File: src/rtl/fec_inj_pkg.sv
// Shared definitions for the FEC codeword error injector.
// Assumes a register space of eight 32-bit words at 3-bit addresses.
package fec_inj_pkg;
    typedef enum logic [2:0] {
        RA_CTRL    = 3'd0,
        RA_BITSEL  = 3'd1,
        RA_SYMSEL  = 3'd2,
        RA_SCRATCH = 3'd3,
        RA_STATUS  = 3'd4,
        RA_HITCNT  = 3'd5
    } reg_addr_e;

    localparam int CTRL_CONT_BIT  = 0;
    localparam int CTRL_SHOT_BIT  = 1;
    localparam int BITSEL_LAST    = 16;
    localparam int BITSEL_GRP_LSB = 24;
endpackage

File: src/rtl/fec_cw_tracker.sv
// Tracks where the current input symbol sits inside a codeword.
// Assumes the start marker is only meaningful with in_valid; reports a
// start marker that cuts a codeword short as a one-cycle event.
module fec_cw_tracker #(
    parameter int GRP_SYMS = 33,
    parameter int NUM_GRPS = 16,
    localparam int GRP_W = $clog2(NUM_GRPS),
    localparam int IDX_W = $clog2(GRP_SYMS)
) (
    input  logic             clk,
    input  logic             rst_n,
    input  logic             in_valid,
    input  logic             in_sop,
    output logic             cur_inside,
    output logic [GRP_W-1:0] cur_grp,
    output logic [IDX_W-1:0] cur_idx,
    output logic             early_sop
);
    logic             inside_q;
    logic [GRP_W-1:0] grp_q;
    logic [IDX_W-1:0] idx_q;
    logic             start;
    logic             last_sym;

    assign start = in_valid && in_sop;

    // Position of the symbol now at the input: a start marker forces zero.
    always_comb begin
        if (start) begin
            cur_inside = 1'b1;
            cur_grp    = '0;
            cur_idx    = '0;
        end else begin
            cur_inside = inside_q;
            cur_grp    = grp_q;
            cur_idx    = idx_q;
        end
    end

    assign early_sop = start && inside_q;
    assign last_sym  = (cur_grp == GRP_W'(NUM_GRPS - 1)) && (cur_idx == IDX_W'(GRP_SYMS - 1));

    // Advance the group/index pair on each valid symbol inside a codeword.
    always_ff @(posedge clk) begin
        if (!rst_n) begin
            inside_q <= 1'b0;
            grp_q    <= '0;
            idx_q    <= '0;
        end else if (in_valid && cur_inside) begin
            if (last_sym) begin
                inside_q <= 1'b0;
                grp_q    <= '0;
                idx_q    <= '0;
            end else if (cur_idx == IDX_W'(GRP_SYMS - 1)) begin
                inside_q <= 1'b1;
                grp_q    <= cur_grp + 1'b1;
                idx_q    <= '0;
            end else begin
                inside_q <= 1'b1;
                grp_q    <= cur_grp;
                idx_q    <= cur_idx + 1'b1;
            end
        end
    end

    // position stays inside the codeword geometry
    a_r2_pos_range: assert property (@(posedge clk) disable iff (!rst_n)
        cur_inside |-> (int'(cur_idx) < GRP_SYMS && int'(cur_grp) < NUM_GRPS));

    // the symbol after a start marker is position 1
    a_r2_sop_origin: assert property (@(posedge clk) disable iff (!rst_n)
        start |=> (inside_q && grp_q == '0 && idx_q == IDX_W'(1)));

    // idle cycles do not move the position
    a_r2_idle_hold: assert property (@(posedge clk) disable iff (!rst_n)
        (!in_valid) |=> ($stable(inside_q) && $stable(grp_q) && $stable(idx_q)));
endmodule

File: src/rtl/fec_inj_regs.sv
// Register bank: control, selection fields, scratch, sticky alignment
// flag and armed-codeword counter. Reads are combinational.
// Assumes SYM_W <= 16, GRP_W <= 8, GRP_SYMS <= 33 and CNT_W <= 32.
module fec_inj_regs
    import fec_inj_pkg::*;
#(
    parameter int SYM_W    = 10,
    parameter int GRP_SYMS = 33,
    parameter int NUM_GRPS = 16,
    parameter int CNT_W    = 32,
    localparam int GRP_W  = $clog2(NUM_GRPS),
    localparam int MASK_W = GRP_SYMS - 1
) (
    input  logic              clk,
    input  logic              rst_n,
    input  logic              wr_en,
    input  logic [2:0]        addr,
    input  logic [31:0]       wdata,
    output logic [31:0]       rdata,
    input  logic              shot_taken,
    input  logic              align_evt,
    input  logic              cw_hit,
    output logic              cont_en,
    output logic              shot_req,
    output logic [SYM_W-1:0]  bit_mask,
    output logic [MASK_W-1:0] sym_mask,
    output logic              last_sel,
    output logic [GRP_W-1:0]  grp_sel
);
    logic [31:0]      scratch;
    logic             align_err;
    logic [CNT_W-1:0] hit_cnt;
    logic             wdata_unused;

    assign wdata_unused = ^wdata;

    // Hardware events first, then software writes, which take precedence.
    always_ff @(posedge clk) begin
        if (!rst_n) begin
            cont_en   <= 1'b0;
            shot_req  <= 1'b0;
            bit_mask  <= '0;
            sym_mask  <= '0;
            last_sel  <= 1'b0;
            grp_sel   <= '0;
            scratch   <= '0;
            align_err <= 1'b0;
            hit_cnt   <= '0;
        end else begin
            if (shot_taken) shot_req  <= 1'b0;
            if (align_evt)  align_err <= 1'b1;
            if (cw_hit)     hit_cnt   <= hit_cnt + 1'b1;
            if (wr_en) begin
                case (reg_addr_e'(addr))
                    RA_CTRL: begin
                        cont_en  <= wdata[CTRL_CONT_BIT];
                        shot_req <= wdata[CTRL_SHOT_BIT];
                    end
                    RA_BITSEL: begin
                        bit_mask <= wdata[SYM_W-1:0];
                        last_sel <= wdata[BITSEL_LAST];
                        grp_sel  <= wdata[BITSEL_GRP_LSB +: GRP_W];
                    end
                    RA_SYMSEL:  sym_mask <= wdata[MASK_W-1:0];
                    RA_SCRATCH: scratch  <= wdata;
                    RA_STATUS:  if (wdata[0]) align_err <= 1'b0;
                    RA_HITCNT:  hit_cnt  <= '0;
                    default: ;
                endcase
            end
        end
    end

    // Read multiplexer; unmapped addresses return zero.
    always_comb begin
        rdata = '0;
        case (reg_addr_e'(addr))
            RA_CTRL: begin
                rdata[CTRL_CONT_BIT] = cont_en;
                rdata[CTRL_SHOT_BIT] = shot_req;
            end
            RA_BITSEL: begin
                rdata[SYM_W-1:0]                  = bit_mask;
                rdata[BITSEL_LAST]                = last_sel;
                rdata[BITSEL_GRP_LSB +: GRP_W]    = grp_sel;
            end
            RA_SYMSEL:  rdata[MASK_W-1:0] = sym_mask;
            RA_SCRATCH: rdata             = scratch;
            RA_STATUS:  rdata[0]          = align_err;
            RA_HITCNT:  rdata[CNT_W-1:0]  = hit_cnt;
            default: ;
        endcase
    end

    // a consumed single shot is gone on the next cycle
    a_r5_shot_self_clear: assert property (@(posedge clk) disable iff (!rst_n)
        (shot_taken && !(wr_en && addr == 3'(RA_CTRL))) |=> !shot_req);

    // the alignment flag only falls on a clearing write
    a_r8_sticky: assert property (@(posedge clk) disable iff (!rst_n)
        (align_err && !(wr_en && addr == 3'(RA_STATUS) && wdata[0])) |=> align_err);

    // the counter holds, steps by one, or is cleared
    a_r9_count_step: assert property (@(posedge clk) disable iff (!rst_n)
        $past(rst_n) |-> (hit_cnt == $past(hit_cnt) || hit_cnt == CNT_W'($past(hit_cnt) + 1'b1) || hit_cnt == '0));
endmodule

File: src/rtl/fec_sym_corrupt.sv
// Decides per symbol whether to corrupt it and registers the output.
// Settings are captured at each start marker; on the marker cycle the
// live register values are used directly so no cycle is lost.
module fec_sym_corrupt #(
    parameter int SYM_W    = 10,
    parameter int GRP_SYMS = 33,
    parameter int NUM_GRPS = 16,
    localparam int GRP_W  = $clog2(NUM_GRPS),
    localparam int IDX_W  = $clog2(GRP_SYMS),
    localparam int MASK_W = GRP_SYMS - 1
) (
    input  logic              clk,
    input  logic              rst_n,
    input  logic              in_valid,
    input  logic              in_sop,
    input  logic [SYM_W-1:0]  in_sym,
    input  logic              cur_inside,
    input  logic [GRP_W-1:0]  cur_grp,
    input  logic [IDX_W-1:0]  cur_idx,
    input  logic              cont_en,
    input  logic              shot_req,
    input  logic [SYM_W-1:0]  bit_mask,
    input  logic [MASK_W-1:0] sym_mask,
    input  logic              last_sel,
    input  logic [GRP_W-1:0]  grp_sel,
    output logic              out_valid,
    output logic              out_sop,
    output logic [SYM_W-1:0]  out_sym,
    output logic              shot_taken,
    output logic              cw_hit
);
    logic                start;
    logic                armed_q, arm_now;
    logic [SYM_W-1:0]    bm_q, eff_bm;
    logic [MASK_W-1:0]   mask_q, eff_mask;
    logic                last_q, eff_last;
    logic [GRP_W-1:0]    grp_q, eff_grp;
    logic [GRP_SYMS-1:0] sel_full;
    logic                hit;

    assign start      = in_valid && in_sop;
    assign shot_taken = start && shot_req;
    assign cw_hit     = start && (cont_en || shot_req);

    // Settings in force for the current symbol.
    always_comb begin
        arm_now  = start ? (cont_en || shot_req) : armed_q;
        eff_bm   = start ? bit_mask : bm_q;
        eff_mask = start ? sym_mask : mask_q;
        eff_last = start ? last_sel : last_q;
        eff_grp  = start ? grp_sel  : grp_q;
        sel_full = {eff_last, eff_mask};
        hit      = in_valid && cur_inside && arm_now && (cur_grp == eff_grp) && sel_full[cur_idx];
    end

    // Capture the settings at each start marker for the codeword.
    always_ff @(posedge clk) begin
        if (!rst_n) begin
            armed_q <= 1'b0;
            bm_q    <= '0;
            mask_q  <= '0;
            last_q  <= 1'b0;
            grp_q   <= '0;
        end else if (start) begin
            armed_q <= cont_en || shot_req;
            bm_q    <= bit_mask;
            mask_q  <= sym_mask;
            last_q  <= last_sel;
            grp_q   <= grp_sel;
        end
    end

    // One-cycle output stage with the optional XOR pattern.
    always_ff @(posedge clk) begin
        if (!rst_n) begin
            out_valid <= 1'b0;
            out_sop   <= 1'b0;
            out_sym   <= '0;
        end else begin
            out_valid <= in_valid;
            out_sop   <= start;
            out_sym   <= in_sym ^ (hit ? eff_bm : '0);
        end
    end

    // valid follows the input by exactly one cycle
    a_r1_latency: assert property (@(posedge clk) disable iff (!rst_n)
        $past(rst_n) |-> (out_valid == $past(in_valid)));

    // a changed symbol needs an armed codeword in progress
    a_r3_change_needs_arm: assert property (@(posedge clk) disable iff (!rst_n)
        ($past(rst_n) && out_valid && out_sym != $past(in_sym)) |-> $past(arm_now && cur_inside));

    // symbols outside any codeword are never altered
    a_r7_outside_clean: assert property (@(posedge clk) disable iff (!rst_n)
        (in_valid && !cur_inside) |=> (out_sym == $past(in_sym)));
endmodule

File: src/rtl/fec_cw_err_inject.sv
// Top of the FEC codeword error injector: position tracker, register
// bank and corruption stage. Assumes one symbol per clock at most and a
// start marker on the first symbol of every codeword.
module fec_cw_err_inject #(
    parameter int SYM_W    = 10,
    parameter int GRP_SYMS = 33,
    parameter int NUM_GRPS = 16,
    parameter int CNT_W    = 32
) (
    input  logic             clk,
    input  logic             rst_n,
    input  logic             in_valid,
    input  logic             in_sop,
    input  logic [SYM_W-1:0] in_sym,
    output logic             out_valid,
    output logic             out_sop,
    output logic [SYM_W-1:0] out_sym,
    input  logic             reg_wr,
    input  logic [2:0]       reg_addr,
    input  logic [31:0]      reg_wdata,
    output logic [31:0]      reg_rdata
);
    localparam int GRP_W  = $clog2(NUM_GRPS);
    localparam int IDX_W  = $clog2(GRP_SYMS);
    localparam int MASK_W = GRP_SYMS - 1;

    logic              cur_inside;
    logic [GRP_W-1:0]  cur_grp;
    logic [IDX_W-1:0]  cur_idx;
    logic              early_sop;
    logic              shot_taken, cw_hit;
    logic              cont_en, shot_req, last_sel;
    logic [SYM_W-1:0]  bit_mask;
    logic [MASK_W-1:0] sym_mask;
    logic [GRP_W-1:0]  grp_sel;

    fec_cw_tracker #(.GRP_SYMS(GRP_SYMS), .NUM_GRPS(NUM_GRPS)) trk_i (
        .clk(clk), .rst_n(rst_n), .in_valid(in_valid), .in_sop(in_sop),
        .cur_inside(cur_inside), .cur_grp(cur_grp), .cur_idx(cur_idx),
        .early_sop(early_sop)
    );

    fec_inj_regs #(.SYM_W(SYM_W), .GRP_SYMS(GRP_SYMS), .NUM_GRPS(NUM_GRPS), .CNT_W(CNT_W)) regs_i (
        .clk(clk), .rst_n(rst_n), .wr_en(reg_wr), .addr(reg_addr),
        .wdata(reg_wdata), .rdata(reg_rdata), .shot_taken(shot_taken),
        .align_evt(early_sop), .cw_hit(cw_hit), .cont_en(cont_en),
        .shot_req(shot_req), .bit_mask(bit_mask), .sym_mask(sym_mask),
        .last_sel(last_sel), .grp_sel(grp_sel)
    );

    fec_sym_corrupt #(.SYM_W(SYM_W), .GRP_SYMS(GRP_SYMS), .NUM_GRPS(NUM_GRPS)) cor_i (
        .clk(clk), .rst_n(rst_n), .in_valid(in_valid), .in_sop(in_sop),
        .in_sym(in_sym), .cur_inside(cur_inside), .cur_grp(cur_grp),
        .cur_idx(cur_idx), .cont_en(cont_en), .shot_req(shot_req),
        .bit_mask(bit_mask), .sym_mask(sym_mask), .last_sel(last_sel),
        .grp_sel(grp_sel), .out_valid(out_valid), .out_sop(out_sop),
        .out_sym(out_sym), .shot_taken(shot_taken), .cw_hit(cw_hit)
    );
endmodule

File: config.mk
export PLATFORM = sky130hd
export DESIGN_NAME = fec_cw_err_inject
export DESIGN_NICKNAME = d
export VERILOG_FILES = /design/src/rtl/fec_inj_pkg.sv /design/src/rtl/fec_cw_tracker.sv /design/src/rtl/fec_inj_regs.sv /design/src/rtl/fec_sym_corrupt.sv /design/src/rtl/fec_cw_err_inject.sv
export SDC_FILE = /design/constraint.sdc
export NUM_CORES = 1
export LEC_CHECK = 0
export ABC_AREA = 1
export BUFFER_PORTS_ARGS = -buffer_cell sky130_fd_sc_hd__buf_2
export CAP_MARGIN = 20
export CORE_MARGIN = 2
export CORE_UTILIZATION = 55
export CTS_BUF_LIST = sky130_fd_sc_hd__clkbuf_8 sky130_fd_sc_hd__clkbuf_16
export DETAILED_ROUTE_END_ITERATION = 7
export PLACE_DENSITY = 0.75
export SETUP_SLACK_MARGIN = 0.3
export SYNTH_ARGS = -nofsm -noshare
export SYNTH_HDL_FRONTEND = slang
export SYNTH_HIERARCHICAL = 1
export SYNTH_SLANG_ARGS = --single-unit
File: constraint.sdc
create_clock -name clk -period 4.2 [get_ports clk]
set_input_delay 0.42 -clock clk [delete_from_list [all_inputs] [get_ports clk]]
set_output_delay 0.42 -clock clk [all_outputs]
set_load 0.1 [all_outputs]
==> metrics.log, run 1 <==
INFO  metric cts_tree = built
INFO  metric final_common_cell = nand2_1
INFO  metric setup_viol = 0
INFO  metric floorplan.die.height = 132 µm
INFO  metric slew_headroom = 44.9%
INFO  metric largest_family_of_logic_cells_by_synthesized_area = simple AND/OR/NAND/NOR gates
INFO  metric post_synth_mux_area_share = 0%
INFO  metric multi_input_comb_area = 0.00432 mm²
INFO  metric maxCapViolCount = 0
INFO  metric worst_hold_slack = 0.263 ns
INFO  metric tightestPinTransition = 0.825 ns
INFO  metric horizontal_die_dimension = 132 µm
INFO  metric timing_max_transition_violations_final = 0
INFO  metric area_growth_syn_to_layout = 12.4%
INFO  metric rsz0062_at_grt = false
INFO  metric die_outline_area = 0.0175 mm²
INFO  metric yosys_register_bits = 185
INFO  metric synth-edff-count = 0
INFO  metric yosys_warnings = 6
INFO  metric initial_core_util = 56.6%
INFO  metric design.final.nets = 1463
INFO  metric drt_pass1_iterations = 7
INFO  metric syn_inst = 1354
INFO  metric ys_seq_area_share = 40.9%
INFO  metric layout.area.seq = 0.00370 mm²
INFO  metric detailed_place_hpwl = 18200 µm
INFO  metric buffer_ports.inserted = 93
INFO  metric critPathArrivalTime = 2.57 ns
INFO  metric final_min_period_over_clock_period = 71.2%
INFO  metric crit_path_kind = input pin to output port
INFO  metric most-common-layout-cells = nand2_1 (298), nor2_1 (210), dfxtp_1 (185)
INFO  metric cts_max_level = 4
INFO  metric clk_path_buf_depth = 2
INFO  metric post-cts-setup-buffers = 0
INFO  metric placeable_area = 0.0160 mm²
INFO  metric grt_max_degree = 63
INFO  metric clk_transition_reported_paths = 0.07 ns
INFO  metric timing.hold.worst.class = input pin to register
INFO  metric drt.antenna.violating_nets = 0
INFO  metric antenna_cells_inserted = 0
INFO  metric total_wirelength = 25200 µm
INFO  metric crit_slowest_cell = inv_2
INFO  metric post_synth_and_or_nand_nor_area_fraction = 32.9%
INFO  metric ioPinCount = 94
INFO  metric nFillCells = 1513
INFO  metric critical_path.max_stage_delay = 0.58 ns
INFO  metric vias_in_the_first_global_route = 8070
INFO  metric fmaxAchievable = 334 MHz
INFO  metric grt_antenna_before_repair = 0
INFO  metric synthAdderAreaFrac = 0.276%
INFO  metric critical_path.max_fanout = 27
INFO  metric drt_iter0_markers = 925
INFO  metric cp_cell_sequence = buf_2, nor2_1, nand2_1, inv_2, nand2_1, o2111ai_1, buf_2
INFO  metric ctsRootBufferMaster = clkbuf_16
INFO  metric cellPowerDensity = 400 mW/mm²
INFO  metric syn_area = 0.00905 mm²
INFO  metric avgSynthCellArea = 6.69 µm²
INFO  metric hold_viol_final = 0
INFO  metric async_flop_share = 0%
INFO  metric power.ir.vdd_worst = 0.316 mV
INFO  metric crit_path_end_kind = output port
INFO  metric grt_pass1_wl = 40700 µm
INFO  metric period_minus_slack = 2.99 ns
INFO  metric total_via_count_in_the_routed_design = 8826
INFO  metric row_count = 46
INFO  metric synthXorXnorAreaFrac = 0.387%
INFO  metric grt.total_usage = 28.8%
INFO  metric cp_data_required_time = 3.78 ns
INFO  metric gp_routability_congestion = 0.940
INFO  metric clock_insertion_delay_worst_skew = 0.43 ns
INFO  metric timing.clock.skew = 0.0130 ns
INFO  metric cts_buffers = 17
INFO  metric drive_above_1_share = 13.3%
INFO  metric cts-hold-fix-buffers = 0
INFO  metric post_cts_resize_count = 0
INFO  metric synth_nets = 1406
INFO  metric crit_path_start_kind = input pin
INFO  metric cts.sinks = 185
INFO  metric post_synth_num_cell_types = 40
INFO  metric grt_overflow_total = 0
INFO  metric ys.flop_type = dfxtp_1
INFO  metric p_leak = 0.00436 µW
INFO  metric synth-compound-area-share = 14.1%
INFO  metric route.detailed.wl_per_inst = 15.3 µm
INFO  metric status = finished, final reports clean
INFO  metric drc = 0
INFO  metric vias_per_cell = 5.38
INFO  metric fin_tns_setup = 0 ns
## per-layer routing
metal / part of all wire, % / global-route usage [%] / vias to the layer above / routed length (µm)
met5: 0 / 0 / - / 0
met4: 2.3 / 9.74 / 0 / 568
met3: 6.1 / 5.19 / 36 / 1540
met2: 46 / 45.9 / 273 / 11600
met1: 46 / 39.6 / 4083 / 11500
li1: - / - / 4434 / -
## layout make-up
type,count,share of cell area (%)
multi-input cells,920,42.4
flip-flops and latches,185,36.4
inverters,190,7.01
repair buffers,97,4.87
clock buffers,19,4.45
well taps,216,2.66
clock inverters,13,2.20
## cells in the mapped netlist, types with 3 or more instances
library cell | count | area (µm²)
o221ai_1 | 16 | 140
nand3_1 | 107 | 536
dfxtp_1 | 185 | 3700
nand2_2 | 10 | 62.6
inv_2 | 17 | 63.8
o21a_1 | 3 | 22.5
o2111ai_1 | 12 | 105
nand4_1 | 23 | 144
o21ai_1 | 15 | 75.1
nor3_1 | 7 | 35.0
nand2_1 | 298 | 1120
o21ai_2 | 3 | 26.3
or2_2 | 10 | 62.6
a21oi_1 | 73 | 365
clkbuf_1 | 28 | 105
nor2_2 | 9 | 56.3
o21ai_0 | 93 | 465
buf_2 | 17 | 85.1
buf_4 | 5 | 37.5
buf_6 | 8 | 90.1
inv_1 | 172 | 646
nor2_1 | 210 | 788
nor2_4 | 6 | 67.6
## where the power goes
part	switching, µW	internal, µW
registers	27.6	1810
logic	307	107
clock network	673	1150
total	1010	3060
## stage by stage
step / worst slack (ns) / instance area, µm² / cells / util, % / total power (µW)
2_1_floorplan: 1.29 / 9050 / 1354 / - / 2180
3_3_place_gp: 1.06 / 9500 / 1608 / 59.4 / 2270
3_5_place_dp: 0.887 / 9500 / 1608 / 59.4 / 2280
4_1_cts: 1.27 / 10200 / 1640 / 63.6 / 4080
5_1_grt: 0.939 / 10200 / 1640 / 63.6 / 4200
6_report: 1.21 / 10200 / 1640 / 63.6 / 4070
## registers in the layout, indices dropped and copies added, names as in the netlist, 4 cells and up
register,count
cor_i/mask_q,32
regs_i/hit_cnt,32
regs_i/scratch,32
regs_i/sym_mask,32
cor_i/bm_q,10
cor_i/out_sym,10
regs_i/bit_mask,10
trk_i/idx_q,6
cor_i/grp_q,4
regs_i/grp_sel,4
trk_i/grp_q,4
## path summary, 6_finish.rpt
kind / cells past startpoint / end / slack, ns / start
max reg2reg: 15 / cor_i/out_sym[6] / 1.53 / trk_i/idx_q[0]
min reg2reg: 2 / regs_i/scratch[31] / 0.46 / regs_i/scratch[31]
min: 3 / regs_i/sym_mask[31] / 0.26 / reg_wdata[31]
max: 7 / reg_rdata[16] / 1.21 / reg_addr[2]
## worst max-delay path: cells and delay by family
kind                   cells  cell delay (ns)
AO/OA/AOI/OAI              1             0.21
AND/OR/NAND/NOR            3             0.71
buffers and inverters      3             1.22
## cell families after synthesis
logic type / count (synthesis)
DFF: 185
AOI/OAI and AO/OA: 224
adders and majority gates: 2
buffers and inverters: 249
xor gates and xnor gates: 4
and+or+nand+nor: 690
Power figures use the tool's default switching activity.
==> inputs of run 2 (changes only) <==
clock period = 3 ns   (was 4.2 ns; I/O delays follow)
==> metrics.log, run 2 (same netlist as run 1, synthesis figures left out) <==
INFO  metric final_min_period_over_clock_period = 79.9%
INFO  metric buffer_ports.inserted = 93 (unchanged)
INFO  metric setup_ws = 0.603 ns (-0.608 ns)
INFO  metric crit_path_start_kind = input pin
INFO  metric area_growth_syn_to_layout = 12.3% (about the same)
INFO  metric final_common_cell = nand2_1
INFO  metric worstReg2RegStart = trk_i/idx_q[0]
INFO  metric clock_insertion_delay_worst_skew = 0.44 ns (about the same)
INFO  metric total_via_count_in_the_routed_design = 8888 (+0.70%)
INFO  metric grt_overflow_total = 0 (unchanged)
INFO  metric ff2ff_setup_slack = 0.71 ns (-0.82 ns)
INFO  metric fin_util = 63.6% (about the same)
INFO  metric clk_path_buf_depth = 2 (unchanged)
INFO  metric cts-hold-fix-buffers = 0 (unchanged)
INFO  metric floorplan.die.height = 132 µm (unchanged)
INFO  metric grt_antenna_before_repair = 0 (unchanged)
INFO  metric maxCapViolCount = 0 (unchanged)
INFO  metric pre_cts_setup_slack = 0.377 ns (-0.509 ns)
INFO  metric crit_path_kind = input pin to output port
INFO  metric depth_of_the_worst_register_to_register_path = 16 (+1)
INFO  metric status = finished, final reports clean
INFO  metric row_count = 46 (unchanged)
INFO  metric crit_slowest_cell = buf_2
INFO  metric cp_data_required_time = 2.70 ns (-1.08 ns)
INFO  metric grt.total_usage = 28.3% (-0.50 points)
INFO  metric hold_path_startpoint = reg_wdata[19]
INFO  metric ioPinCount = 94 (unchanged)
INFO  metric hold_viol_final = 0 (unchanged)
INFO  metric cts_tree = built
INFO  metric detailed_place_hpwl = 18000 µm (-1.1%)
INFO  metric initial_core_util = 56.6% (unchanged)
INFO  metric timing.clock.skew = 0.00911 ns (-0.00387 ns)
INFO  metric drt.antenna.violating_nets = 0 (unchanged)
INFO  metric design.final.nets = 1471 (+0.55%)
INFO  metric fin_tns_setup = 0 ns (unchanged)
INFO  metric p_leak = 0.00436 µW (about the same)
INFO  metric cp_cell_sequence = buf_2, inv_1, nor2_2, nand2_2, inv_1, nand2_1, o2111ai_1, buf_2
INFO  metric tightestPinTransition = 0.646 ns (-0.179 ns)
INFO  metric antenna_cells_inserted = 0 (unchanged)
INFO  metric ctsRootBufferMaster = clkbuf_16
INFO  metric die_outline_area = 0.0175 mm² (unchanged)
INFO  metric vias_per_cell = 5.39 (+0.21%)
INFO  metric setup_viol = 0 (unchanged)
INFO  metric critical_path.max_fanout = 28 (+3.7%)
INFO  metric grt_pass1_wl = 39800 µm (-2.1%)
INFO  metric route.detailed.wl_per_inst = 15.1 µm (-1.3%)
INFO  metric cts_max_level = 4 (unchanged)
INFO  metric timing_max_transition_violations_final = 0 (unchanged)
INFO  metric numPlacedInstances = 1616 (+0.50%)
INFO  metric drt_pass1_iterations = 5 (-2)
INFO  metric vias_in_the_first_global_route = 7872 (-2.5%)
INFO  metric startpoint = reg_addr[0]
INFO  metric clk_transition_reported_paths = 0.06 ns (about the same)
INFO  metric total_wirelength = 25000 µm (-0.80%)
INFO  metric worst_r2r_endpoint = cor_i/out_sym[1]
INFO  metric post_cts_resize_count = 0 (unchanged)
INFO  metric placeable_area = 0.0160 mm² (unchanged)
INFO  metric horizontal_die_dimension = 132 µm (unchanged)
INFO  metric drc = 0 (unchanged)
INFO  metric critPathArrivalTime = 2.10 ns (-0.47 ns)
INFO  metric post-layout-total-power = 5490 µW (+35%)
INFO  metric gp_routability_congestion = 0.927 (-1.3%)
INFO  metric period_minus_slack = 2.40 ns
INFO  metric grt_max_degree = 50 (-21%)
INFO  metric power.ir.vdd_worst = 0.445 mV (+41%)
INFO  metric slew_headroom = 56.8% (+12 points)
INFO  metric cellPowerDensity = 540 mW/mm² (+35%)
INFO  metric timing.hold.worst.class = input pin to register
INFO  metric cts_buffers = 17 (unchanged)
INFO  metric critical_path.max_stage_delay = 0.49 ns (-0.09 ns)
INFO  metric rsz0062_at_grt = false
INFO  metric setup.worst_path.end = reg_rdata[4]
INFO  metric fmaxAchievable = 417 MHz
INFO  metric most-common-layout-cells = nand2_1 (298), nor2_1 (210), dfxtp_1 (185)
INFO  metric layoutNonFillerInstCount = 1648 (+0.49%)
INFO  metric cts.sinks = 185 (unchanged)
INFO  metric crit_path_end_kind = output port
INFO  metric drt_iter0_markers = 883 (-4.5%)
INFO  metric drive_above_1_share = 13.8% (+0.48 points)
INFO  metric post-cts-setup-buffers = 0 (unchanged)
run 2: worst max-delay path: cells and delay by family:
kind	cells	cell delay, ns
AOI/OAI and AO/OA	1	0.18
buffers and inverters	4	1.01
and+or+nand+nor	3	0.60
run 2: worst min path at each step:
| stage | cells after the start | end | slack [ns] |
|---|---|---|---|
| 2_1_floorplan | 2 | cor_i/out_sym[9] | 0.42 |
| 3_3_place_gp | 2 | regs_i/scratch[23] | 0.44 |
| 3_5_place_dp | 2 | regs_i/scratch[28] | 0.45 |
| 4_1_cts | 3 | regs_i/sym_mask[19] | 0.12 |
| 5_1_grt | 3 | regs_i/sym_mask[21] | 0.15 |
| 6_report | 3 | regs_i/sym_mask[19] | 0.13 |
run 2: area by class of cell:
| type | instances | area (µm²) |
|---|---|---|
| Multi-Input combinational cell | 920 | 4320 |
| Sequential cell | 185 | 3700 |
| Tap cell | 216 | 270 |
| Inverter | 190 | 713 |
| Timing Repair Buffer | 105 | 556 |
| Fill cell | 1510 | 5830 |
| Clock buffer | 20 | 467 |
| Clock inverter | 12 | 148 |
run 2: through the flow:
stage / hold WS [ns] / cell area (µm²)
after detailed placement: 0.446 / 9560
final: 0.132 / 10200
after global routing: 0.148 / 10200
after global placement: 0.438 / 9560
after floorplan: 0.421 / 9050
after CTS: 0.124 / 10200
run 2: where the power goes:
part           leakage [µW]  switching, µW  internal [µW]
Clock              0.000301            961           1370
Combinational       0.00255            435            157
Sequential          0.00150           37.3           2530
run 2: per-layer routing:
layer	global-route usage (%)	part of all wire, %	vias to the layer above
met5	0	0	-
met4	9.62	2.3	0
met3	5.38	7.4	37
met2	44.4	46	300
met1	39.3	45	4098
li1	-	-	4453
==> inputs of run 3 (changes only) <==
ABC_AREA = 0   (was 1)
clock period = 2.5 ns   (was 3 ns; I/O delays follow)
==> metrics.log, run 3 <==
INFO  metric status = finished, final reports clean
INFO  metric ioPinCount = 94 (unchanged)
INFO  metric power.net_switching = 1640 µW (+14%)
INFO  metric crit_path_end_kind = register
INFO  metric total_wirelength = 25900 µm (+3.8%)
INFO  metric ys_seq_area_share = 40.1% (-0.78 points)
INFO  metric synthAdderAreaFrac = 0.271% (-0.0052 points)
INFO  metric crit_slowest_cell = or3_1
INFO  metric area_growth_syn_to_layout = 21.8%
INFO  metric cellPowerDensity = 575 mW/mm² (+6.5%)
INFO  metric synthXorXnorAreaFrac = 1.14% (+0.75 points)
INFO  metric fmaxAchievable = 422 MHz
INFO  metric synth-edff-count = 0 (unchanged)
INFO  metric grt_pass1_wl = 41400 µm (+3.8%)
INFO  metric initial_core_util = 56.1% (-0.54 points)
INFO  metric clock_insertion_delay_worst_skew = 0.43 ns (about the same)
INFO  metric area_share_of_the_leading_cell_type_in_the_synthesized_netlist = 40.1% (-0.78 points)
INFO  metric design.final.nets = 1267 (-14%)
INFO  metric vias_per_cell = 6.04 (+12%)
INFO  metric synth.cells.most_frequent = nand2_1 (222), dfxtp_1 (185), a21oi_1 (106)
INFO  metric row_count = 47 (+2.2%)
INFO  metric nFillCells = 1324 (-12%)
INFO  metric cts.sinks = 185 (unchanged)
INFO  metric p_leak = 0.00424 µW (-2.8%)
INFO  metric p_seq_share = 46.8% (about the same)
INFO  metric power.ir.vdd_worst = 0.506 mV (+14%)
INFO  metric yosys_register_bits = 185 (unchanged)
INFO  metric swShare = 25.4% (-0.73 points)
INFO  metric setup_viol = 0 (unchanged)
INFO  metric yosys_warnings = 6 (unchanged)
INFO  metric placeable_area = 0.0165 mm² (+2.9%)
INFO  metric avgSynthCellArea = 8.12 µm² (+21%)
INFO  metric cts_buffers = 17 (unchanged)
INFO  metric post_synth_and_or_nand_nor_area_fraction = 27.2% (-5.7 points)
INFO  metric critical_path.max_fanout = 20 (-29%)
INFO  metric internal-power = 4830 µW (+19%)
INFO  metric power.clock.fraction = 42.9% (+0.4 points)
INFO  metric crit_path_kind = register to register
INFO  metric grt_overflow_total = 0 (unchanged)
INFO  metric netlist_top_cells_area = dfxtp_1 (40%), nand2_1 (9.0%), a21oi_1 (5.7%)
INFO  metric synth-compound-area-share = 21.1% (+7.0 points)
INFO  metric final_min_period_over_clock_period = 94.8%
INFO  metric timing.hold.worst.class = input pin to register
INFO  metric clk_path_buf_depth = 2 (unchanged)
INFO  metric drive_above_1_share = 20.2% (+6.4 points)
INFO  metric maxCapViolCount = 0 (unchanged)
INFO  metric post_synth_num_cell_types = 66 (+65%)
INFO  metric route.detailed.wl_per_inst = 17.9 µm (+18%)
INFO  metric die_outline_area = 0.0178 mm² (+1.9%)
INFO  metric cts_max_level = 4 (unchanged)
INFO  metric buffer_ports.inserted = 93 (unchanged)
INFO  metric horizontal_die_dimension = 134 µm (+0.93%)
INFO  metric grt.total_usage = 29.0% (+0.69 points)
INFO  metric drt_pass1_iterations = 5 (unchanged)
INFO  metric post-synth-top-area-cell = dfxtp_1
INFO  metric rsz0062_at_grt = true
INFO  metric gp_routability_congestion = 0.892 (-3.8%)
INFO  metric clk_transition_reported_paths = 0.07 ns (about the same)
INFO  metric hold_viol_final = 0 (unchanged)
INFO  metric syn_inst = 1137 (-16%)
INFO  metric floorplan.die.height = 134 µm (+0.93%)
INFO  metric fin_tns_setup = 0 ns (unchanged)
INFO  metric cp_cell_sequence = and2_4, buf_4, or2b_1, a211oi_1, o41ai_1, buf_4, o2111ai_1, buf_4, or3_1, nand4_1
INFO  metric timing_max_transition_violations_final = 0 (unchanged)
INFO  metric synth_most_common_cell = nand2_1
INFO  metric cp_data_required_time = 2.86 ns (+0.16 ns)
INFO  metric most-common-layout-cells = nand2_1 (221), dfxtp_1 (185), a21oi_1 (106)
INFO  metric tightestPinTransition = 0.863 ns (+0.217 ns)
INFO  metric grt_antenna_before_repair = 0 (unchanged)
INFO  metric critical-path-top-cell-by-count = buf_4
INFO  metric ctsRootBufferMaster = clkbuf_16
INFO  metric pwr-share-comb = 10.3% (-0.5 points)
INFO  metric vias_in_the_first_global_route = 7865 (-0.089%)
INFO  metric syn_area = 0.00923 mm² (+1.9%)
INFO  metric drc = 0 (unchanged)
INFO  metric cts_tree = built
INFO  metric detailed_place_hpwl = 18200 µm (+1.2%)
INFO  metric period_minus_slack = 2.37 ns
INFO  metric ys.flop_type = dfxtp_1
INFO  metric drt_iter0_markers = 793 (-10%)
INFO  metric post-layout-total-power = 6470 µW (+18%)
INFO  metric critPathArrivalTime = 2.73 ns (+0.63 ns)
INFO  metric antenna_cells_inserted = 0 (unchanged)
INFO  metric critical_path.max_stage_delay = 0.38 ns (-0.11 ns)
INFO  metric total_via_count_in_the_routed_design = 8730 (-1.8%)
INFO  metric slew_headroom = 42.5% (-14 points)
INFO  metric timing.clock.skew = 0.00765 ns (-0.00146 ns)
INFO  metric final_common_cell = nand2_1
INFO  metric crit_path_start_kind = register
INFO  metric async_flop_share = 0% (unchanged)
INFO  metric post_synth_mux_area_share = 5.07% (+5.1 points)
INFO  metric grt_max_degree = 82 (+64%)
INFO  metric synth_nets = 1189 (-15%)
INFO  metric largest_family_of_logic_cells_by_synthesized_area = simple AND/OR/NAND/NOR gates
INFO  metric drt.antenna.violating_nets = 0 (unchanged)
-- run 3: changes by cell type after synthesis, sizes merged, moves of 36 or more --
cell   previous run  this run
o21ai           112        57
and3              0        36
nand3           109        15
nand2           309       222
mux2i             0        40
nor2            225        25
inv             189        11
and2              1        42
-- run 3: final cells by class --
type | count | area [µm²] | share of cell area [%]
clock buffer | 19 | 453 | 4.03
tap | 220 | 275 | 2.45
clock inverter | 11 | 146 | 1.30
inverter | 11 | 41.3 | 0.367
multi-input combinational | 847 | 5200 | 46.2
timing repair buffer | 153 | 1430 | 12.7
sequential | 185 | 3700 | 32.9
-- run 3: what timing repair did --
item | in CTS | in global routing
pin swaps | 1 | 0
hold buffers | 0 | 0
buffers inserted | 0 | 0
gates resized for setup | 0 | 1
setup endpoints to repair | 10 | 16
-- run 3: cells by family (layout without fill, tap and decap cells) --
| logic type | Yosys count | count (layout) |
|---|---|---|
| AOI/OAI and AO/OA | 306 | 306 |
| xor gates and xnor gates | 12 | 12 |
| adders and majority gates | 2 | 2 |
| buffers and inverters | 105 | 194 |
| DFF | 185 | 185 |
| muxes | 44 | 44 |
| and+or+nand+nor | 483 | 483 |
-- run 3: path summary, 6_finish.rpt --
check | to | startpoint | slack [ns] | cells past startpoint
setup reg to reg | cor_i/out_sym[6] | trk_i/idx_q[0] | 0.13 | 10
hold / removal | regs_i/scratch[12] | reg_wdata[12] | 0.07 | 3
hold reg to reg | regs_i/scratch[15] | regs_i/scratch[15] | 0.45 | 2
setup / recovery | cor_i/out_sym[6] | trk_i/idx_q[0] | 0.13 | 10
-- run 3: routing by layer --
layer / GRT usage [%] / part of all wire, %
met1: 39.8 / 44
met2: 47.4 / 48
met3: 4.76 / 6.7
met4: 8.39 / 1.9
met5: 0 / 0
-- run 3: metrics by stage --
step                hold slack (ns)  instance area, µm²  setup WS [ns]  std cells  util (%)
finish                       0.0682               11200          0.130       1446      68.3
global route                 0.0528               11200         0.0142       1446      68.3
CTS                          0.0562               11200          0.122       1446      68.3
detailed placement            0.446               10600         -0.108       1416      64.6
global placement              0.439               10600        -0.0503       1416      64.6
floorplan                     0.386                9410         -0.151       1137         -
-- run 3: power groups by stage --
stage	Sequential, µW	Combinational, µW	Clock [µW]
after floorplan	3190	351	0
after global placement	3090	649	0
after detailed placement	3090	656	0
after CTS	3030	659	2810
after global routing	3030	709	2920
final	3030	665	2770
-- run 3: critical path, delay by kind of cell (launching register included) --
| family | cells | cell delay (ns) |
|---|---|---|
| flops | 1 | 0.31 |
| simple gates | 4 | 0.91 |
| compound gates | 3 | 0.52 |
| buf+inv | 3 | 0.56 |
